### src/rtl/lcg_pkg.sv
package lcg_pkg;

   typedef enum logic [2:0] {
      REG_CTRL = 3'd0,
      REG_WIN  = 3'd1,
      REG_SEED = 3'd2,
      REG_STAT = 3'd3,
      REG_CNT  = 3'd4
   } reg_addr_e;

   localparam logic [15:0] LFSR_RESET = 16'hACE1;
   localparam logic [15:0] LFSR_TAPS  = 16'hB400;

endpackage

### src/rtl/lcg_lfsr.sv
module lcg_lfsr #(
   parameter int          W        = 16,
   parameter logic [W-1:0] TAPS    = W'(16'hB400),
   parameter logic [W-1:0] RST_VAL = W'(16'hACE1)
) (
   input  logic         clk,
   input  logic         rst_n,
   input  logic         adv,
   input  logic         load,
   input  logic [W-1:0] load_val,
   output logic [W-1:0] state
);

   if (W < 2) begin : g_bad_width
      $error("lcg_lfsr: W must be at least 2");
   end

   logic fb;
   assign fb = ^(state & TAPS);

   always_ff @(posedge clk or negedge rst_n) begin
      if (!rst_n) begin
         state <= RST_VAL;
      end else if (load) begin
         state <= (load_val == '0) ? W'(1) : load_val;
      end else if (adv) begin
         state <= {state[W-2:0], fb};
      end
   end

endmodule

### src/rtl/lcg_arbiter.sv
module lcg_arbiter #(
   parameter int NPORT = 4,
   parameter int OWN_W = 2
) (
   input  logic             clk,
   input  logic             rst_n,
   input  logic [NPORT-1:0] req,
   input  logic             allow,
   output logic [NPORT-1:0] gnt,
   output logic [OWN_W-1:0] owner
);

   logic [NPORT-1:0] pick;

   if (NPORT == 1) begin : g_single
      assign pick = req;
   end else begin : g_multi
      localparam logic [NPORT-1:0] ONE = NPORT'(1);
      always_comb begin
         pick = '0;
         for (int i = NPORT - 1; i >= 0; i--) begin
            if (req[i]) pick = ONE << i;
         end
      end
   end

   always_ff @(posedge clk or negedge rst_n) begin
      if (!rst_n) begin
         gnt <= '0;
      end else if (gnt == '0) begin
         if (allow && (req != '0)) gnt <= pick;
      end else if ((gnt & req) == '0) begin
         gnt <= '0;
      end
   end

   always_comb begin
      owner = '0;
      for (int i = 0; i < NPORT; i++) begin
         if (gnt[i]) owner = OWN_W'(i);
      end
   end

endmodule

### src/rtl/lcg_period_gen.sv
module lcg_period_gen #(
   parameter int CODE_W       = 4,
   parameter int PER_W        = 7,
   parameter int CNT_W        = 16,
   parameter int MIN_TICKS    = 4,
   parameter int COARSE_TICKS = 4
) (
   input  logic              clk,
   input  logic              rst_n,
   input  logic              run,
   input  logic [CODE_W-1:0] next_code,
   input  logic [CODE_W-1:0] fine,
   output logic              fire,
   output logic              tick,
   output logic [CODE_W-1:0] eff_code,
   output logic [CNT_W-1:0]  pulse_cnt
);

   logic [PER_W-1:0] cnt;
   logic [PER_W-1:0] reload;

   assign reload = PER_W'(MIN_TICKS) + PER_W'(next_code) * PER_W'(COARSE_TICKS)
                 + PER_W'(fine) - PER_W'(1);
   assign fire   = run && (cnt == '0);

   always_ff @(posedge clk or negedge rst_n) begin
      if (!rst_n) begin
         cnt       <= PER_W'(MIN_TICKS - 1);
         tick      <= 1'b0;
         eff_code  <= '0;
         pulse_cnt <= '0;
      end else begin
         tick <= fire;
         if (fire) begin
            cnt      <= reload;
            eff_code <= next_code;
            if (pulse_cnt != '1) pulse_cnt <= pulse_cnt + CNT_W'(1);
         end else if (run) begin
            cnt <= cnt - PER_W'(1);
         end
      end
   end

endmodule

### src/rtl/lcg_cfg_regs.sv
module lcg_cfg_regs
   import lcg_pkg::*;
#(
   parameter int CODE_W = 4,
   parameter int DATA_W = 16,
   parameter int LFSR_W = 16,
   parameter int OWN_W  = 2,
   parameter int CNT_W  = 16
) (
   input  logic              clk,
   input  logic              rst_n,
   input  logic              we,
   input  logic [2:0]        addr,
   input  logic [DATA_W-1:0] wdata,
   input  logic [CODE_W-1:0] eff_code,
   input  logic              paused,
   input  logic [OWN_W-1:0]  owner,
   input  logic [CNT_W-1:0]  pulse_cnt,
   input  logic [LFSR_W-1:0] lfsr_q,
   output logic [CODE_W-1:0] coarse,
   output logic [CODE_W-1:0] fine,
   output logic              sec_mode,
   output logic [CODE_W-1:0] win_lo,
   output logic [CODE_W-1:0] win_hi,
   output logic              seed_we,
   output logic [LFSR_W-1:0] seed_val,
   output logic [DATA_W-1:0] rdata
);

   localparam int CTRL_W = 2 * CODE_W + 1;
   localparam int STAT_W = CODE_W + 1 + OWN_W;

   logic unused_wdata;
   assign unused_wdata = ^wdata;

   assign seed_we  = we && (addr == REG_SEED);
   assign seed_val = wdata[LFSR_W-1:0];

   always_ff @(posedge clk or negedge rst_n) begin
      if (!rst_n) begin
         coarse   <= '0;
         fine     <= '0;
         sec_mode <= 1'b0;
         win_lo   <= '0;
         win_hi   <= '1;
      end else if (we) begin
         if (addr == REG_CTRL) begin
            coarse   <= wdata[CODE_W-1:0];
            fine     <= wdata[2*CODE_W-1:CODE_W];
            sec_mode <= wdata[2*CODE_W];
         end
         if (addr == REG_WIN) begin
            win_lo <= wdata[CODE_W-1:0];
            win_hi <= wdata[2*CODE_W-1:CODE_W];
         end
      end
   end

   always_comb begin
      rdata = '0;
      case (addr)
         REG_CTRL: rdata[CTRL_W-1:0]   = {sec_mode, fine, coarse};
         REG_WIN:  rdata[2*CODE_W-1:0] = {win_hi, win_lo};
         REG_SEED: rdata[LFSR_W-1:0]   = lfsr_q;
         REG_STAT: rdata[STAT_W-1:0]   = {owner, paused, eff_code};
         REG_CNT:  rdata[CNT_W-1:0]    = pulse_cnt;
         default:  rdata = '0;
      endcase
   end

endmodule

### src/rtl/pausable_clkgen.sv
module pausable_clkgen
   import lcg_pkg::*;
#(
   parameter int NPORT        = 4,
   parameter int CODE_W       = 4,
   parameter int MIN_TICKS    = 4,
   parameter int COARSE_TICKS = 4,
   parameter int CNT_W        = 16,
   parameter int DATA_W       = 16,
   parameter int LFSR_W       = 16,
   parameter bit HAS_SECURE   = 1'b1
) (
   input  logic              clk,
   input  logic              rst_n,
   input  logic              test_mode_i,
   input  logic              ext_tick_i,
   input  logic [NPORT-1:0]  pause_req_i,
   output logic [NPORT-1:0]  pause_gnt_o,
   output logic              lclk_en_o,
   input  logic              cfg_we_i,
   input  logic [2:0]        cfg_addr_i,
   input  logic [DATA_W-1:0] cfg_wdata_i,
   output logic [DATA_W-1:0] cfg_rdata_o
);

   localparam int CODE_MAX = (2 ** CODE_W) - 1;
   localparam int MAX_PER  = MIN_TICKS + CODE_MAX * COARSE_TICKS + CODE_MAX;
   localparam int PER_W    = $clog2(MAX_PER + 1);
   localparam int OWN_W    = (NPORT > 1) ? $clog2(NPORT) : 1;

   if (MIN_TICKS < 2) begin : g_bad_min
      $error("pausable_clkgen: MIN_TICKS must be at least 2");
   end
   if (CODE_MAX < COARSE_TICKS) begin : g_bad_fine
      $error("pausable_clkgen: fine range must cover one coarse step");
   end
   if (NPORT < 1 || NPORT > 8) begin : g_bad_nport
      $error("pausable_clkgen: NPORT must be 1 to 8");
   end
   if (CNT_W > DATA_W || LFSR_W > DATA_W || 2 * CODE_W + 1 > DATA_W) begin : g_bad_data
      $error("pausable_clkgen: DATA_W too narrow for the register fields");
   end
   if (CODE_W + 1 + OWN_W > DATA_W) begin : g_bad_stat
      $error("pausable_clkgen: DATA_W too narrow for status");
   end

   logic [CODE_W-1:0] coarse, fine, win_lo, win_hi, eff_code, next_code;
   logic              sec_mode, seed_we, fire, tick_q, run, allow;
   logic [LFSR_W-1:0] seed_val, lfsr_q;
   logic [OWN_W-1:0]  owner;
   logic [CNT_W-1:0]  pulse_cnt;

   assign run   = !test_mode_i && (pause_gnt_o == '0);
   assign allow = !test_mode_i && !fire;

   if (HAS_SECURE) begin : g_secure
      logic [CODE_W-1:0] raw, capped;

      lcg_lfsr #(
         .W       (LFSR_W),
         .TAPS    (LFSR_W'(LFSR_TAPS)),
         .RST_VAL (LFSR_W'(LFSR_RESET))
      ) u_lfsr (
         .clk      (clk),
         .rst_n    (rst_n),
         .adv      (fire && sec_mode),
         .load     (seed_we),
         .load_val (seed_val),
         .state    (lfsr_q)
      );

      assign raw       = lfsr_q[CODE_W-1:0];
      assign capped    = (raw > win_hi) ? win_hi : raw;
      assign next_code = !sec_mode ? coarse : ((capped < win_lo) ? win_lo : capped);
   end else begin : g_plain
      logic unused_sec;
      assign unused_sec = ^{sec_mode, seed_we, seed_val, win_lo, win_hi};
      assign lfsr_q     = '0;
      assign next_code  = coarse;
   end

   lcg_period_gen #(
      .CODE_W       (CODE_W),
      .PER_W        (PER_W),
      .CNT_W        (CNT_W),
      .MIN_TICKS    (MIN_TICKS),
      .COARSE_TICKS (COARSE_TICKS)
   ) u_period (
      .clk       (clk),
      .rst_n     (rst_n),
      .run       (run),
      .next_code (next_code),
      .fine      (fine),
      .fire      (fire),
      .tick      (tick_q),
      .eff_code  (eff_code),
      .pulse_cnt (pulse_cnt)
   );

   lcg_arbiter #(
      .NPORT (NPORT),
      .OWN_W (OWN_W)
   ) u_arb (
      .clk   (clk),
      .rst_n (rst_n),
      .req   (pause_req_i),
      .allow (allow),
      .gnt   (pause_gnt_o),
      .owner (owner)
   );

   lcg_cfg_regs #(
      .CODE_W (CODE_W),
      .DATA_W (DATA_W),
      .LFSR_W (LFSR_W),
      .OWN_W  (OWN_W),
      .CNT_W  (CNT_W)
   ) u_regs (
      .clk       (clk),
      .rst_n     (rst_n),
      .we        (cfg_we_i),
      .addr      (cfg_addr_i),
      .wdata     (cfg_wdata_i),
      .eff_code  (eff_code),
      .paused    (pause_gnt_o != '0),
      .owner     (owner),
      .pulse_cnt (pulse_cnt),
      .lfsr_q    (lfsr_q),
      .coarse    (coarse),
      .fine      (fine),
      .sec_mode  (sec_mode),
      .win_lo    (win_lo),
      .win_hi    (win_hi),
      .seed_we   (seed_we),
      .seed_val  (seed_val),
      .rdata     (cfg_rdata_o)
   );

   assign lclk_en_o = test_mode_i ? ext_tick_i : tick_q;

endmodule

### config.mk
export PLATFORM = sky130hd
export DESIGN_NAME = pausable_clkgen
export DESIGN_NICKNAME = d
export VERILOG_FILES = /design/src/rtl/lcg_pkg.sv /design/src/rtl/lcg_lfsr.sv /design/src/rtl/lcg_arbiter.sv /design/src/rtl/lcg_period_gen.sv /design/src/rtl/lcg_cfg_regs.sv /design/src/rtl/pausable_clkgen.sv
export SDC_FILE = /design/constraint.sdc
export NUM_CORES = 1
export LEC_CHECK = 0
export BUFFER_PORTS_ARGS = -buffer_cell sky130_fd_sc_hd__clkbuf_2
export CAP_MARGIN = 15
export CORE_MARGIN = 2
export CORE_UTILIZATION = 38
export CTS_BUF_LIST = sky130_fd_sc_hd__clkbuf_8
export DETAILED_ROUTE_END_ITERATION = 12
export GPL_ROUTABILITY_DRIVEN = 0
export GPL_TIMING_DRIVEN = 0
export PLACE_DENSITY_LB_ADDON = 0.25
export SKIP_LAST_GASP = 1
export SLEW_MARGIN = 20
export SYNTH_ARGS = -nofsm -noshare
export SYNTH_HDL_FRONTEND = slang
export SYNTH_HIERARCHICAL = 1
export SYNTH_SLANG_ARGS = --single-unit
### constraint.sdc
create_clock -name clk -period 5 [get_ports clk]
set_clock_uncertainty 0.2 [all_clocks]
set_input_delay 0.5 -clock clk [delete_from_list [all_inputs] [get_ports clk]]
set_output_delay 0.5 -clock clk [all_outputs]
set_load 0.02 [all_outputs]
==> qor.csv, run 1 <==
stage;metric;value;unit
placement;placed_area;4610;µm²
synth;synth-async-reset-ratio;100;%
detailed_routing;ant_nets;0;
pwr;total_power;2150;µW
sta;timing.hold.ws;165;ps
pwr;power_switching;795;µW
worst_setup_path;endpoint_kind;register;
pwr;internal-power;1350;µW
detailed_routing;vias_per_cell;5.50;
global_route;grt_pass1_vias;3410;
final_layout;multi_input_area;2290;µm²
synth;ys_ff_latch;65;
detailed_routing;dr.pass1.iters;4;
sta;fin_crit_sh;88.3;%
synth;synth_enable_flop_cells;0;
sta;tightest_slew;719;ps
sta;slew_headroom;51.9;%
worst_setup_path;crit_end;u_period/cnt[5];
worst_setup_path;crit_fanout;5;
worst_setup_path;r2r_cells;16;
detailed_routing;vias;3448;
synth;synth_ff_type;dfrtp_1;
clock_network;clkLatencyLatePin;350;ps
synth;syn-num-nets;468;
pwr;p_leak;0.00215;µW
detailed_routing;wl_per_cell;17.3;µm
placement;dp_slack;588;ps
detailed_routing;drt_drc_violations_left;0;
synth;netlist_area;4200;µm²
global_route;grt_usage;20.0;%
worst_setup_path;rr_endpoint;u_period/cnt[5];
sta;rsz0062_at_grt;no;
synth;synthCells;428;
final_layout;antenna_cells;0;
floorplanning;dieArea;11900;µm²
pwr;irDropWorstVdd;0.230;mV
final_layout;layout-drive-gt1-share;30.2;%
sta;period_needed;4410;ps
detailed_routing;wirelength;10.9;mm
floorplanning;rows;38;
worst_setup_path;r2r_setup_slack;590;ps
floorplanning;fp.dieW;109;µm
job;maxCapViolCount;0;
clock_network;cts.sinks;65;
worst_setup_path;crit_required;5070;ps
clock_network;tritoncts;done;
global_route;grt_max_degree;46;
sta;drv_slew;0;
worst_setup_path;worst_setup_path_start_kind;register;
worst_setup_path;crit_type;register to register;
clock_network;cts_buffer_depth;2;
clock_network;cts-htree-levels;3;
final_layout;fill_cells;1044;
sta;fin_ws;585;ps
sta;finalSetupViolCount;0;
pwr;pwr-share-clk;25.8;%
synth;ys_top_cells_by_area;dfrtp_1 30%, dfstp_2 8.8%, mux2_2 8.3%;
sta;fmax;0.227;GHz
synth;yosysTopAreaCellShare;30.4;%
final_layout;area_delta_synth_final;15.8;%
final_layout;stdcell_area;4860;µm²
global_route;grt_pass1_wl;18.0;mm
floorplanning;start_util;38.9;%
global_route;overflow;0;
synth;synth_common_cells;51 x dfrtp_1, 51 x nand2_1, 31 x mux2_2;
synth;synth_area_leader_cell;dfrtp_1;
pwr;switching_share;37.0;%
floorplanning;die_h;109;µm
sta;setup_tns;0;ps
worst_setup_path;worstPathArrival;4480;ps
pwr;p_per_area;442;nW/µm²
clock_network;root_buffer;clkbuf_8;
pwr;p_comb_share;35.4;%
placement;dp_hpwl;8.21;mm
synth;synth.distinct_cells;67;
detailed_routing;initialDrtViolationCount;184;
clock_network;clk_pin_slew;80;ps
worst_setup_path;r2r_start;u_regs/win_hi[1];
hold_path;hold_path.class;input pin to register;
floorplanning;pin_count;49;
clock_network;cts_made_buffers;9;
pwr;p_seq_share;38.7;%
worst_setup_path;startpoint;u_regs/win_hi[1];
synth;synth.avg_cell_area;9.81;µm²
synth;yosys_warnings;6;
placement;port_buffers;41;
outcome;status;finished, final reports clean;
synth;ys_seq_area_share;39.2;%
final_layout;nNetsFinal;522;
final_layout;seq_area;1640;µm²
global_route;antenna_found_initial;0;
floorplanning;core;10800;µm²
sta;hold_viol;0;
[power by group through the flow]
| stage | Clock, µW | Combinational, µW | Sequential (µW) |
|---|---|---|---|
| 2_1_floorplan | 0 | 594 | 779 |
| 3_3_place_gp | 0 | 737 | 837 |
| 3_5_place_dp | 0 | 759 | 839 |
| 4_1_cts | 565 | 764 | 831 |
| 5_1_grt | 597 | 870 | 851 |
| 6_report | 556 | 762 | 832 |
[cell families after synthesis]
logic type                 share of synthesized area, %
muxes                                              13.1
xor gates and xnor gates                           3.34
adders and majority gates                          3.58
buffers and inverters                              6.32
AOI/OAI and AO/OA                                  16.8
and+or+nand+nor                                    17.7
DFF                                                39.2
[layout make-up]
cell class,instances,area share [%]
Multi-Input combinational cell,314,47.1
Sequential cell,65,33.8
Timing Repair Buffer,43,5.05
Buffer,29,3.89
Tap cell,140,3.60
Clock buffer,9,2.55
Clock inverter,7,2.45
Inverter,20,1.57
[worst min path at each step]
stage / from / cells past startpoint / to
6_report: cfg_wdata_i[11] / 3 / g_secure.u_lfsr/state[11]
3_5_place_dp: rst_n / 1 / u_period/pulse_cnt[13]
4_1_cts: cfg_wdata_i[14] / 3 / g_secure.u_lfsr/state[14]
3_3_place_gp: u_period/eff_code[3] / 2 / u_period/eff_code[3]
2_1_floorplan: rst_n / 0 / g_secure.u_lfsr/state[12]
5_1_grt: cfg_wdata_i[15] / 3 / g_secure.u_lfsr/state[15]
[registers in the layout, indices dropped and copies added, names as in the netlist, 4 cells and up]
register	flops
g_secure.u_lfsr/state	16
u_regs/fine	4
u_regs/win_lo	4
u_regs/win_hi	4
u_period/pulse_cnt	16
u_period/eff_code	4
u_period/cnt	7
u_arb/gnt	4
u_regs/coarse	4
[through the flow]
step | cells | util [%]
after floorplan | 428 | -
after global placement | 609 | 42.4
after detailed placement | 610 | 42.7
after CTS | 627 | 45.0
after global routing | 627 | 45.0
final | 627 | 45.0
[cell usage in the layout, fill, tap and decap left out, types with 4 or more instances in the layout]
cell type / count
nor2_1: 25
dfrtp_1: 51
buf_2: 4
nand4_1: 5
clkbuf_8: 9
a32oi_1: 7
mux2i_1: 20
nor2b_1: 6
buf_4: 16
nand3_1: 6
mux2_2: 31
a21oi_1: 12
xor2_1: 11
clkbuf_2: 40
inv_1: 17
clkbuf_1: 7
o21ai_1: 10
nor3_1: 4
nor4_1: 6
nand2_1: 51
ha_1: 12
dfstp_2: 14
xnor2_1: 5
o21ai_0: 22
a22oi_1: 16
[worst max-delay path, cell delays in order, from the launching register on]
cell,delay (ps)
dfstp_2,580
inv_1,60
ha_1,310
nor2b_4,140
o211a_4,240
o211a_1,230
a21o_2,190
ha_1,290
a21oi_1,290
nand3b_1,140
o31ai_1,360
o311ai_1,190
ha_1,340
a21boi_0,230
o21ai_0,130
xor2_1,190
a211oi_1,230
[per-layer routing]
metal / track usage (%) / share of wire [%] / up-vias / routed length, µm
met5: 0 / 0 / - / 0
met4: 7.60 / 1.7 / 0 / 185
met3: 4.00 / 6.1 / 16 / 666
met2: 30.0 / 44 / 109 / 4800
met1: 28.1 / 48 / 1664 / 5210
li1: - / - / 1659 / -
[timing repair]
item / CTS / global route
endpoints found under the hold margin: 18 / 0
setup buffers: 0 / 0
resized for setup: 0 / 0
hold buffers: 1 / 0
(Power assumes the default switching activity.)
==> inputs of run 2 (changes only) <==
GPL_TIMING_DRIVEN = not set   (was 0)
SLEW_MARGIN = 10   (was 20)
==> run 2 against run 1 <==
Net effect: core utilization is 1.9 points lower; first-iteration DRC count shrank 9.2%; design area down 4.2%; count of clock-buffer cells in the layout is 1 higher; via count fell by 2.3%; global-route usage down 0.59 points; clock power decreased by 16%; sequential share of layout area rose by 1.5 points; register-to-register slack gained 20 ps; sequential power is 0.5% lower; largest cell class unchanged; largest power group unchanged.
==> qor.csv, run 2 (synthesized netlist as in run 1, its figures left out) <==
stage;metric;value;unit;change
worst_setup_path;worstPathArrival;4460;ps;-20 ps
clock_network;cts_buffer_depth;2;;unchanged
sta;fin_crit_sh;87.9;%;-0.44 points
final_layout;nNetsFinal;501;;-4.0%
clock_network;cts.sinks;65;;unchanged
final_layout;multi_input_area;2290;µm²;+0.27%
global_route;grt_pass1_vias;3319;;-2.7%
clock_network;cts_made_buffers;9;;unchanged
floorplanning;start_util;38.9;%;unchanged
clock_network;ctsHoldBuffers;0;;-1
sta;drv_slew;0;;unchanged
sta;rsz0062_at_grt;no;;
worst_setup_path;crit_type;register to register;;
placement;dp.cells;590;;-3.3%
floorplanning;pin_count;49;;unchanged
final_layout;layout-drive-gt1-share;29.0;%;-1.2 points
worst_setup_path;crit_fanout;5;;unchanged
detailed_routing;wirelength;10.6;mm;-2.1%
global_route;overflow;0;;unchanged
detailed_routing;vias;3369;;-2.3%
clock_network;clkLatencyLatePin;360;ps;about the same
final_layout;fill_cells;1063;;+1.8%
clock_network;postCtsSetupBuffers;0;;unchanged
global_route;antenna_found_initial;0;;unchanged
detailed_routing;dr_wl_met2;4.53;mm;-5.7%
floorplanning;core;10800;µm²;unchanged
detailed_routing;wl_met3;679;µm;+2.0%
detailed_routing;dr.pass1.iters;4;;unchanged
detailed_routing;ant_nets;0;;unchanged
sta;slew_headroom;26.8;%;-25 points
detailed_routing;initialDrtViolationCount;167;;-9.2%
clock_network;clk_pin_slew;70;ps;about the same
detailed_routing;wirelength_met1;5.11;mm;-1.8%
final_layout;seq_area;1640;µm²;unchanged
clock_network;cts-htree-levels;3;;unchanged
worst_setup_path;crit_required;5070;ps;about the same
clock_network;cts_resized;0;;unchanged
clock_network;root_buffer;clkbuf_8;;
floorplanning;rows;38;;unchanged
pwr;irDropWorstVdd;0.234;mV;+1.8%
placement;dp_hpwl;7.91;mm;-3.6%
pwr;p_leak;0.00205;µW;-4.8%
clock_network;tritoncts;done;;
floorplanning;fp.dieW;109;µm;unchanged
final_layout;mostFrequentLayoutCells;51 x nand2_1, 51 x dfrtp_1, 47 x clkbuf_2;;
detailed_routing;drt_drc_violations_left;0;;unchanged
placement;port_buffers;48;;+17%
detailed_routing;wl_per_cell;17.5;µm;+1.3%
global_route;grt_usage;19.4;%;-0.59 points
worst_setup_path;endpoint_kind;register;;
sta;setup_tns;0;ps;unchanged
sta;fmax;0.228;GHz;+0.50%
sta;finalSetupViolCount;0;;unchanged
sta;period_needed;4390;ps;-21.9 ps
pwr;total_power;2050;µW;-4.6%
floorplanning;dieArea;11900;µm²;unchanged
final_layout;antenna_cells;0;;unchanged
final_layout;top_regs;g_secure.u_lfsr/state x16, u_period/pulse_cnt x16, u_period/cnt x7;;
sta;hold_viol;0;;unchanged
outcome;status;finished, final reports clean;;
final_layout;area_delta_synth_final;11.0;%;
global_route;grt_max_degree;66;;+43%
final_layout;final_cells;606;;-3.3%
detailed_routing;top_layer;met4;;
pwr;p_per_area;440;nW/µm²;-0.47%
job;maxCapViolCount;0;;unchanged
floorplanning;die_h;109;µm;unchanged
hold_path;hold_path.class;input pin to asynchronous set/reset pin;;
sta;timing.hold.ws;115;ps;-50.2 ps
global_route;grt_pass1_wl;17.5;mm;-2.8%
worst_setup_path;worst_setup_path_start_kind;register;;
sta;tightest_slew;1100;ps;+377 ps
detailed_routing;vias_per_cell;5.56;;+1.1%
run 2: cell count changes in the layout (fill, tap and decap cells not counted), moves of 2 or more:
cell	change
bufinv_16	-2
clkbuf_1	-7
clkbuf_2	+7
buf_4	-13
buf_6	-2
buf_2	-3
run 2: area by class of cell:
type	instances	share of cell area, %
multi-input combinational	314	49.3
sequential	65	35.3
timing repair buffer	51	5.64
tap	140	3.76
clock buffer	10	2.95
inverter	20	1.64
clock inverter	6	1.45
run 2: path summary, 6_finish.rpt:
path	from	endpoint	slack (ps)	cells past startpoint
setup reg to reg	u_regs/win_hi[3]	u_period/cnt[5]	610	15
min in group clk	cfg_wdata_i[13]	g_secure.u_lfsr/state[13]	140	3
max in group asynchronous	rst_n	u_regs/coarse[0]	3940	2
hold / removal	rst_n	u_period/pulse_cnt[13]	120	2
hold reg to reg	u_period/eff_code[2]	u_period/eff_code[2]	280	2
setup / recovery	u_regs/win_hi[3]	u_period/cnt[5]	610	15
run 2: power by group:
part,leakage (µW),internal (µW),switching (µW)
Clock,0.0000985,244,224
Sequential,0.000808,676,152
Combinational,0.00114,337,417
Total,0.00205,1260,793
run 2: stage by stage:
| step | area (µm²) | setup WS, ps | util [%] |
|---|---|---|---|
| 6_report | 4660 | 607 | 43.2 |
| 5_1_grt | 4660 | 332 | 43.2 |
| 4_1_cts | 4660 | 652 | 43.2 |
| 3_5_place_dp | 4450 | 668 | 41.3 |
| 3_3_place_gp | 4450 | 831 | 41.3 |
| 2_1_floorplan | 4200 | 1030 | - |
run 2: per-layer routing:
metal / GRT usage [%] / vias to the layer above
met5: 0 / -
met3: 3.59 / 22
met2: 28.9 / 115
met4: 8.70 / 0
met1: 27.2 / 1616
li1: - / 1616
run 2: critical path, cell delays in order, from the launching register on:
cell	delay (ps)
dfstp_2	580
inv_1	50
ha_1	360
a21o_2	270
o211a_1	240
a21o_2	190
ha_1	290
a21oi_1	310
nand3b_1	150
o31ai_1	340
o311ai_1	180
ha_1	340
a21boi_0	240
o21ai_0	130
xor2_1	190
a211oi_1	230
